### config.mk
export PLATFORM = sky130hd
export DESIGN_NAME = lcd_row_scan
export DESIGN_NICKNAME = d
export VERILOG_FILES = /design/src/rtl/lcd_scan_pkg.sv /design/src/rtl/lcd_line_timer.sv /design/src/rtl/lcd_row_fetch.sv /design/src/rtl/lcd_com_window.sv /design/src/rtl/lcd_row_scan.sv
export SDC_FILE = /design/constraint.sdc
export NUM_CORES = 1
export LEC_CHECK = 0
export ABC_AREA = 1
export BUFFER_PORTS_ARGS = -buffer_cell sky130_fd_sc_hd__buf_4
export CORE_MARGIN = 5
export CORE_UTILIZATION = 35
export DETAILED_ROUTE_END_ITERATION = 10
export HOLD_SLACK_MARGIN = 0.02
export PLACE_DENSITY_LB_ADDON = 0.25
export SETUP_SLACK_MARGIN = 0.2
export SLEW_MARGIN = 20
export SYNTH_ARGS = -nofsm -noshare
export SYNTH_HDL_FRONTEND = slang
export SYNTH_HIERARCHICAL = 1
export SYNTH_SLANG_ARGS = --single-unit
export TNS_END_PERCENT = 30
### constraint.sdc
create_clock -name clk -period 4 [get_ports clk]
set_input_delay 0.2 -clock clk [delete_from_list [all_inputs] [get_ports clk]]
set_output_delay 0.2 -clock clk [all_outputs]
set_load 0.005 [all_outputs]
### src/rtl/lcd_scan_pkg.sv
package lcd_scan_pkg;
   // column of the display RAM feeding a given segment output
   function automatic int unsigned seg_to_col(input int unsigned seg,
                                              input int unsigned ncol,
                                              input logic        rev);
      return rev ? (ncol - 1 - seg) : seg;
   endfunction
endpackage

### src/rtl/lcd_line_timer.sv
module lcd_line_timer #(
   parameter int LINE_TICKS = 128,
   parameter int NCOM       = 16,
   parameter int NLINE      = 32
) (
   input  logic                     clk,
   input  logic                     rst_n,
   input  logic                     osc_tick,
   input  logic                     run,
   input  logic                     duty_full,
   output logic [$clog2(NLINE)-1:0] cnt,
   output logic [$clog2(NLINE)-1:0] cnt_nxt,
   output logic                     line_end,
   output logic                     fr
);
   localparam int LW = $clog2(NLINE);
   localparam int TW = (LINE_TICKS > 1) ? $clog2(LINE_TICKS) : 1;

   logic [TW-1:0] tcnt;
   logic [LW-1:0] last;

   assign last     = duty_full ? LW'(NLINE - 1) : LW'(NCOM - 1);
   assign cnt_nxt  = (cnt >= last) ? '0 : cnt + 1'b1;
   assign line_end = run && osc_tick && (tcnt == TW'(LINE_TICKS - 1));

   always_ff @(posedge clk) begin
      if (!rst_n) begin
         tcnt <= '0;
         cnt  <= '0;
         fr   <= 1'b0;
      end else begin
         if (run && osc_tick) tcnt <= line_end ? '0 : tcnt + 1'b1;
         if (line_end) begin
            cnt <= cnt_nxt;
            if (cnt_nxt == '0) fr <= ~fr;
         end
      end
   end

   AST_DUTY_BOUND: assert property (@(posedge clk) disable iff (!rst_n)
      (line_end && !duty_full) |=> (cnt < LW'(NCOM)));
   AST_STEP_AT_END: assert property (@(posedge clk) disable iff (!rst_n)
      !$stable(cnt) |-> $past(line_end));
   AST_FR_AT_WRAP: assert property (@(posedge clk) disable iff (!rst_n)
      !$stable(fr) |-> (cnt == '0));
   AST_PS_HOLD: assert property (@(posedge clk) disable iff (!rst_n)
      !run |=> ($stable(cnt) && $stable(fr)));
endmodule

### src/rtl/lcd_row_fetch.sv
module lcd_row_fetch #(
   parameter int NSEG  = 61,
   parameter int NCOL  = 80,
   parameter int NLINE = 32,
   parameter int DW    = 8
) (
   input  logic                                      clk,
   input  logic                                      rst_n,
   input  logic                                      run,
   input  logic                                      line_end,
   input  logic                                      reverse,
   input  logic [$clog2(NLINE)-1:0]                  start_line,
   input  logic [$clog2(NLINE)-1:0]                  cnt_nxt,
   input  logic                                      host_busy,
   output logic                                      ram_rd,
   output logic [$clog2(NLINE/DW)+$clog2(NCOL)-1:0]  ram_addr,
   input  logic [DW-1:0]                             ram_rdata,
   output logic [NSEG-1:0]                           row
);
   localparam int LW = $clog2(NLINE);
   localparam int BW = $clog2(DW);
   localparam int CW = $clog2(NCOL);
   localparam int FW = $clog2(NSEG + 1);

   logic [LW-1:0]   fline;
   logic [FW-1:0]   fidx;
   logic [FW-1:0]   rd_idx;
   logic            rd_q;
   logic [CW-1:0]   col;
   logic [NSEG-1:0] shadow;

   assign fline    = cnt_nxt + start_line;
   assign col      = CW'(lcd_scan_pkg::seg_to_col(32'(fidx), NCOL, reverse));
   assign ram_rd   = run && !line_end && !host_busy && (fidx < FW'(NSEG));
   assign ram_addr = {fline[LW-1:BW], col};

   always_ff @(posedge clk) begin
      if (!rst_n) begin
         fidx   <= '0;
         rd_idx <= '0;
         rd_q   <= 1'b0;
         shadow <= '0;
         row    <= '0;
      end else begin
         rd_q   <= ram_rd;
         rd_idx <= fidx;
         if (ram_rd) fidx <= fidx + 1'b1;
         if (rd_q) shadow[rd_idx] <= ram_rdata[fline[BW-1:0]];
         if (line_end) begin
            row  <= shadow;
            fidx <= '0;
         end
      end
   end

   AST_HOST_FIRST: assert property (@(posedge clk) disable iff (!rst_n)
      host_busy |-> !ram_rd);
   AST_FETCH_WAIT: assert property (@(posedge clk) disable iff (!rst_n)
      (run && host_busy && !line_end) |=> $stable(fidx));
   AST_ROW_HOLD: assert property (@(posedge clk) disable iff (!rst_n)
      !line_end |=> $stable(row));
endmodule

### src/rtl/lcd_com_window.sv
module lcd_com_window #(
   parameter int NCOM  = 16,
   parameter int NLINE = 32
) (
   input  logic                     clk,
   input  logic                     rst_n,
   input  logic [$clog2(NLINE)-1:0] cnt,
   input  logic                     is_slave,
   input  logic                     enable,
   output logic [NCOM-1:0]          com_sel
);
   localparam int LW = $clog2(NLINE);

   logic [LW-1:0] base;
   logic [LW-1:0] rel;
   logic          in_win;

   assign base   = is_slave ? LW'(NCOM) : '0;
   assign rel    = cnt - base;
   assign in_win = (cnt >= base) && (rel < LW'(NCOM));

   for (genvar g = 0; g < NCOM; g++) begin : g_com
      assign com_sel[g] = enable && in_win && (rel == LW'(g));
   end

   AST_MASTER_LOW: assert property (@(posedge clk) disable iff (!rst_n)
      (enable && !is_slave && cnt < LW'(NCOM)) |-> ($countones(com_sel) == 1));
   AST_SLAVE_IDLE: assert property (@(posedge clk) disable iff (!rst_n)
      (is_slave && cnt < LW'(NCOM)) |-> (com_sel == '0));
endmodule

### src/rtl/lcd_row_scan.sv
module lcd_row_scan #(
   parameter int NSEG       = 61,
   parameter int NCOL       = 80,
   parameter int NCOM       = 16,
   parameter int NLINE      = 32,
   parameter int DW         = 8,
   parameter int LINE_TICKS = 128
) (
   input  logic                                     clk,
   input  logic                                     rst_n,
   input  logic                                     osc_tick,
   input  logic                                     disp_on,
   input  logic                                     static_on,
   input  logic                                     seg_reverse,
   input  logic                                     duty_full,
   input  logic                                     is_slave,
   input  logic [$clog2(NLINE)-1:0]                 start_line,
   input  logic                                     host_busy,
   output logic                                     ram_rd,
   output logic [$clog2(NLINE/DW)+$clog2(NCOL)-1:0] ram_addr,
   input  logic [DW-1:0]                            ram_rdata,
   input  logic                                     fr_in,
   output logic                                     fr_out,
   output logic [NCOM-1:0]                          com_sel,
   output logic [NSEG-1:0]                          seg_data
);
   localparam int LW = $clog2(NLINE);

   if (NLINE != 2 * NCOM)          begin : g_bad_win   $error("NLINE must be twice NCOM");        end
   if ((1 << LW) != NLINE)         begin : g_bad_line  $error("NLINE must be a power of two");    end
   if (NSEG > NCOL)                begin : g_bad_seg   $error("NSEG exceeds NCOL");               end
   if (LINE_TICKS < 2 * NSEG + 2)  begin : g_bad_ticks $error("LINE_TICKS too short for fetch"); end

   logic          run;
   logic          line_end;
   logic          fr_q;
   logic [LW-1:0] cnt;
   logic [LW-1:0] cnt_nxt;
   logic [NSEG-1:0] row;

   assign run = disp_on || !static_on;

   lcd_line_timer #(.LINE_TICKS(LINE_TICKS), .NCOM(NCOM), .NLINE(NLINE)) u_timer (
      .clk(clk), .rst_n(rst_n), .osc_tick(osc_tick), .run(run),
      .duty_full(duty_full), .cnt(cnt), .cnt_nxt(cnt_nxt),
      .line_end(line_end), .fr(fr_q));

   lcd_row_fetch #(.NSEG(NSEG), .NCOL(NCOL), .NLINE(NLINE), .DW(DW)) u_fetch (
      .clk(clk), .rst_n(rst_n), .run(run), .line_end(line_end),
      .reverse(seg_reverse), .start_line(start_line), .cnt_nxt(cnt_nxt),
      .host_busy(host_busy), .ram_rd(ram_rd), .ram_addr(ram_addr),
      .ram_rdata(ram_rdata), .row(row));

   lcd_com_window #(.NCOM(NCOM), .NLINE(NLINE)) u_com (
      .clk(clk), .rst_n(rst_n), .cnt(cnt), .is_slave(is_slave),
      .enable(disp_on), .com_sel(com_sel));

   assign seg_data = !disp_on ? '0 : (static_on ? '1 : row);
   assign fr_out   = is_slave ? fr_in : fr_q;

   AST_BLANK: assert property (@(posedge clk) disable iff (!rst_n)
      !disp_on |-> (com_sel == '0 && seg_data == '0));
   AST_STATIC_LIT: assert property (@(posedge clk) disable iff (!rst_n)
      (disp_on && static_on) |-> (&seg_data));
endmodule

# Word-level counts from Yosys, hierarchy flattened
# Index checks and enable logic that the tools add are counted.
dict set report totals {
  register_bits 148
  in_bits 23
  out_inout_bits 88
  wordCells 84
}
dict set report op_classes {
  n_addsub 6
  magnitude_cmp 7
  eq_ne 16
  mux 13
  bitwise_logic 2
  n_reduce_logical 32
}
# operator count
set op_table {}
lappend op_table {{$mux W61} 2}
lappend op_table {{$bwmux W61} 1}
lappend op_table {{$eq A5 B4 Y1 const B} 8}
lappend op_table {{$logic_and A1 B1 Y1} 24}
lappend op_table {{$eq A5 B3 Y1 const B} 4}
lappend op_table {{$mux W5} 3}
lappend op_table {{$mux W7} 2}
lappend op_table {{$eq A5 B2 Y1 const B} 2}
lappend op_table {{$ge A5 B5 Y1} 2}
lappend op_table {{$logic_not A5 Y1} 2}
lappend op_table {{$add A7 B1 Y7 const B} 1}
lappend op_table {{$eq A7 B7 Y1 const B} 1}
lappend op_table {{$lt A6 B7 Y1 const B} 1}
lappend op_table {{$sub A7 B6 Y7 const A} 1}
lappend op_table {{$add A6 B1 Y6 const B} 1}
lappend op_table {{$demux W1 S6} 1}
lappend op_table {{$ge A6 B1 Y1 const B} 1}
lappend op_table {{$lt A6 B6 Y1 const B} 1}
lappend op_table {{$add A5 B1 Y5 const B} 1}
lappend op_table {{$add A5 B5 Y5} 1}
lappend op_table {{$eq A5 B1 Y1 const B} 1}
lappend op_table {{$lt A5 B5 Y1 const B} 1}
lappend op_table {{$sub A5 B5 Y5} 1}
lappend op_table {{$lt A3 B4 Y1 const B} 1}
lappend op_table {{7 further kinds} 12}

# Logic depth before layout (Yosys ltp)
dict set report logic_depth {
  word_depth 8
  ltp_mapped 16
  depth_no_buf 15
}

# Modules after synthesis
# Netlist, hierarchy kept.
# mod n_inst cells_per_inst area_per_inst_um2 seq_area_each_um2
set modules_own_cells {}
lappend modules_own_cells {lcd_row_fetch 1 795 5873.1 2702.6}
lappend modules_own_cells {lcd_line_timer 1 104 737.0 260.2}
lappend modules_own_cells {lcd_row_scan 1 141 585.6 0.0}
lappend modules_own_cells {lcd_com_window 1 52 246.5 0.0}

# Worst setup path after synthesis
# OpenSTA, ideal clock, no wires.
dict set report synth_timing {
  kind {register -> register}
  start {reg u_timer.cnt[4]}
  end {reg u_fetch.shadow[10]}
  setup_time_ns 0.109
  arrival_time_ns 2.540
  required_ns 3.891
  path_slack_ns 1.351
  path_stages_with_launch 15
  n_path_buf 1
  synth_period_minus_slack_ns 2.649
  cell_sequence {dfxtp_1 -> ha_1 -> or2_2 -> o21ai_1 -> nand2_1 -> inv_1 -> ha_1 -> fa_1 -> inv_1 -> nand3_1 -> nand3_2 -> clkbuf_1 -> nand3b_1 -> nand2_1 -> inv_1}
}
dict set report synth_between {
  elab_chain_cells 6
}
# element line_no
set synth_rtl {}
lappend synth_rtl {{start, declared} lcd_line_timer.sv:11} ;# output logic [$clog2(NLINE)-1:0] cnt,
lappend synth_rtl {{start signal, assigned} lcd_line_timer.sv:34} ;# cnt <= cnt_nxt;
lappend synth_rtl {{$ge A5 B5 Y1} lcd_line_timer.sv:23} ;# assign cnt_nxt = (cnt >= last) ? '0 : cnt + 1'b1;
lappend synth_rtl {{$mux W5} lcd_line_timer.sv:23}
lappend synth_rtl {{net cnt_nxt[0]} lcd_row_scan.sv:38} ;# logic [LW-1:0] cnt_nxt;
lappend synth_rtl {{$add A5 B5 Y5} lcd_row_fetch.sv:32} ;# assign fline = cnt_nxt + start_line;
lappend synth_rtl {{$bmux W1 S3} lcd_row_fetch.sv:48} ;# if (rd_q) shadow[rd_idx] <= ram_rdata[fline[BW-1:0]];
lappend synth_rtl {{$mux W1 (implied by the code)} lcd_row_fetch.sv:48}
lappend synth_rtl {{$bwmux W61} lcd_row_fetch.sv:48}
lappend synth_rtl {{end signal, assigned by index} lcd_row_fetch.sv:48}
lappend synth_rtl {{end, declared} lcd_row_fetch.sv:30} ;# logic [NSEG-1:0] shadow;
# The timed path passes the listed nets, and every way through them passes these cells. The select of a mux whose other input is x is not followed.
# A chain may end at the register's enable or synchronous reset.

# Worst setup path in the final report
dict set report layout_timing {
  start {reg u_timer.cnt[4]}
  end {reg u_fetch.shadow[52]}
}
# The elaborated chain is that of the path after synthesis.

==> run metrics <==
initial drt markers approximately 380; drt total wl 18200 um; final worst path period share a little under 80%; antenna-violating nets left 0; FP Rows 53; starting density of the core between 30% and 40%; Hold EP u_timer/tcnt[0]$_SDFFE_PN0P_; placed insts 1427; hpwl dp roughly 12000 um; Post-CTS Setup Repair Bufs 0; total die area 24300 um2; max-cap viol count 0; top_reg_cell synth dfxtp_1; Hold Path Origin osc_tick; count leader, synth nand2_1; Post-CTS Resized 0; register area between 2000 and 3000 um2; delay-heaviest family, CP adder cells; fin. max-slew vios 0; GR peak layer met2; drt pass-1 iters 5; Final Instance Count excl. Fillers 1459; H-Tree Level Count 4; worst hold path depth 4; core area ~21000 um2; routed len/inst around 12 um; slew of the pin with the lowest slew margin about 0.97 ns; I/O Buffers 110; Hold Buf Count CTS 0; M1 GR Usage a little over a fifth; Worst EP arrival 3.47 ns; GRT Total Usage 15.1%; fin nets 1206; clk slew on worst S/H paths roughly 0.06 ns; slowest stage cell on the critical path buf_4; Clock Skews slightly below 0.007 ns; vias per cell between 4 and 5; Syn Inst Count between 1000 and 1500; slew margin rel. roughly a third; area added between synthesis and finish 20.0%; status finished clean; TritonCTS clock tree done; Num CTS Buffers 17; IO Count 111; RSZ-0062 raised after global routing false; Post-Syn Area per Cell 6.82 um2; Post-route DRC 0; met3 usage around 3.5%; GPL Wtd Cong about 0.80; Leak approximately 4 nW; FF-to-FF path depth 14; final setup violation count 0; PD cells 376 nW/um2; reg2reg start u_timer/cnt[4]$_SDFFE_PN0P_; number of synthesized flops with an enable pin 0; Vert. Die Dim around 160 um; min Tclk post-route about 3.1 ns; synth unique cells 34; CP dominant cell by count inv_1; sequential-to-total area share from yosys stat 39.8%; critical path type flop to flop; worst reg-to-reg setup slack 0.85 ns; Worst Path Buf+Inv 4; Root Driver clkbuf_16; worst-path fanout max 61; global-route wire length before repair slightly above 30000 um; cell taking the most area after synthesis dfxtp_1; final setup TNS 0 ns; clk buf depth 2; YS warnings 6; RR Endpoint u_fetch/shadow[52]$_SDFFE_PN0P_; critical path startpoint category flop; Setup crit start u_timer/cnt[4]$_SDFFE_PN0P_; VDD IR max 0.263 mV; clk_lat worst skew approximately 0.42 ns; M2 GR Usage between 20% and 30%; final hold vios 0; CP required around 4.3 ns; mapped cell area 7440 um2; total congestion overflow 0; pin count of the biggest net entering global routing 78; initial antenna violation count 0; vias roughly 6700; Syn Nets 1127; top post-synthesis cells by count 205 x nand2_1, 167 x inv_1, 164 x nor2_1; ys async rst share 0%; n_diodes 0; top post-synthesis cells by area dfxtp_1 40%, nand2_1 10%, a21oi_1 9.1%, inv_1 8.4%, nor2_1 8.3%; clock sink count 148; max incr delay on CP about 0.52 ns; worst hold path type input port to flop; flops & latches, synth 148; vias in the first global route approximately 6200; highest attainable clock frequency between 0.3 and 0.4 GHz; fill count between 2000 and 2500; cell chain of the critical path ha_1 -> or2_2 -> o21ai_1 -> nand2_1 -> inv_1 -> ha_1 -> fa_1 -> inv_1 -> nand3_1 -> nand3_2 -> buf_4 -> nand3b_1 -> nand2_1 -> inv_1; area of the multi-input gates ~3500 um2; share of the synthesized area in the top cell type 39.8%; Die Width about 160 um; Worst Setup End Kind flop; layout cells sized above 1 between 10% and 20%
[logic make-up after synthesis]
| logic type | Yosys count | share of synthesized area [%] |
|---|---|---|
| XOR/XNOR | 13 | 1.53 |
| buffers and inverters | 230 | 13.1 |
| AO/OA/AOI/OAI | 209 | 14.2 |
| adder cells (fa/ha/maj) | 12 | 2.12 |
| AND/OR/NAND/NOR | 480 | 29.3 |
| flip-flops | 148 | 39.8 |
[report_power, final]
group          total, mW  leakage [nW]  internal [mW]  switching [mW]
registers           1.49          1.19           1.48         0.00644
clock network       1.60         0.285          0.935           0.666
logic              0.271          2.54          0.103           0.168
[state kept, by name, summed over array words and instances (netlist names)]
signal and flops:
u_fetch/fidx 6, u_timer/cnt 5, u_timer/fr 1, u_timer/tcnt 7
u_fetch/rd_q 1, u_fetch/shadow 61, u_fetch/rd_idx 6, u_fetch/row 61
[through the flow]
step	setup slack [ns]	instance area (um2)	utilization, %	total power, mW	hold slack [ns]
6_report	0.853	8930	42.6	3.36	0.170
5_1_grt	0.507	8930	42.6	3.51	0.176
4_1_cts	0.890	8930	42.6	3.40	0.158
3_5_place_dp	0.894	8340	39.8	1.79	0.449
3_3_place_gp	0.970	8340	39.8	1.80	0.449
2_1_floorplan	1.35	7440	-	1.69	0.321
[placed cells by master, fill, tap and decap left out, drive strengths merged, types with 2 or more instances in the layout]
cell / instances
nor3: 8
xor2: 9
inv: 181
dfxtp: 148
a21oi: 135
xnor2: 4
ha: 11
clkinv: 2
clkbuf: 17
buf: 117
o21ai: 71
clkinvlp: 3
nand4: 3
nand3b: 61
nand2: 208
bufinv: 2
nor2: 177
nand3: 20
nor3b: 2
[worst min-delay path, cell delays in order]
cell and delay, ns:
buf_4 0.08, nand2_2 0.10, nand3_1 0.09, o31ai_1 0.06
[per-layer routing]
metal | vias up | wire (um)
met3 | 10 | 964
met4 | 0 | 162
met1 | 2983 | 9000
met2 | 137 | 8080
li1 | 3564 | -
met5 | - | 0
[layout make-up]
| cell class | instances | area share [%] |
|---|---|---|
| Clock buffer | 17 | 4.76 |
| Timing Repair Buffer | 117 | 9.83 |
| Sequential cell | 148 | 33.2 |
| Inverter | 173 | 7.27 |
| Tap cell | 275 | 3.85 |
| Multi-Input combinational cell | 714 | 39.2 |
| Clock inverter | 15 | 1.88 |
[worst max path at each step]
stage,slack (ns),end,depth (start not counted)
5_1_grt,0.51,u_fetch/shadow[35]$_SDFFE_PN0P_,14
3_5_place_dp,0.89,u_fetch/shadow[23]$_SDFFE_PN0P_,14
4_1_cts,0.89,u_fetch/shadow[23]$_SDFFE_PN0P_,14
2_1_floorplan,1.35,u_fetch/shadow[10]$_SDFFE_PN0P_,14
3_3_place_gp,0.97,u_fetch/shadow[41]$_SDFFE_PN0P_,14
6_report,0.85,u_fetch/shadow[52]$_SDFFE_PN0P_,14
Power figures use the tool's default switching activity.
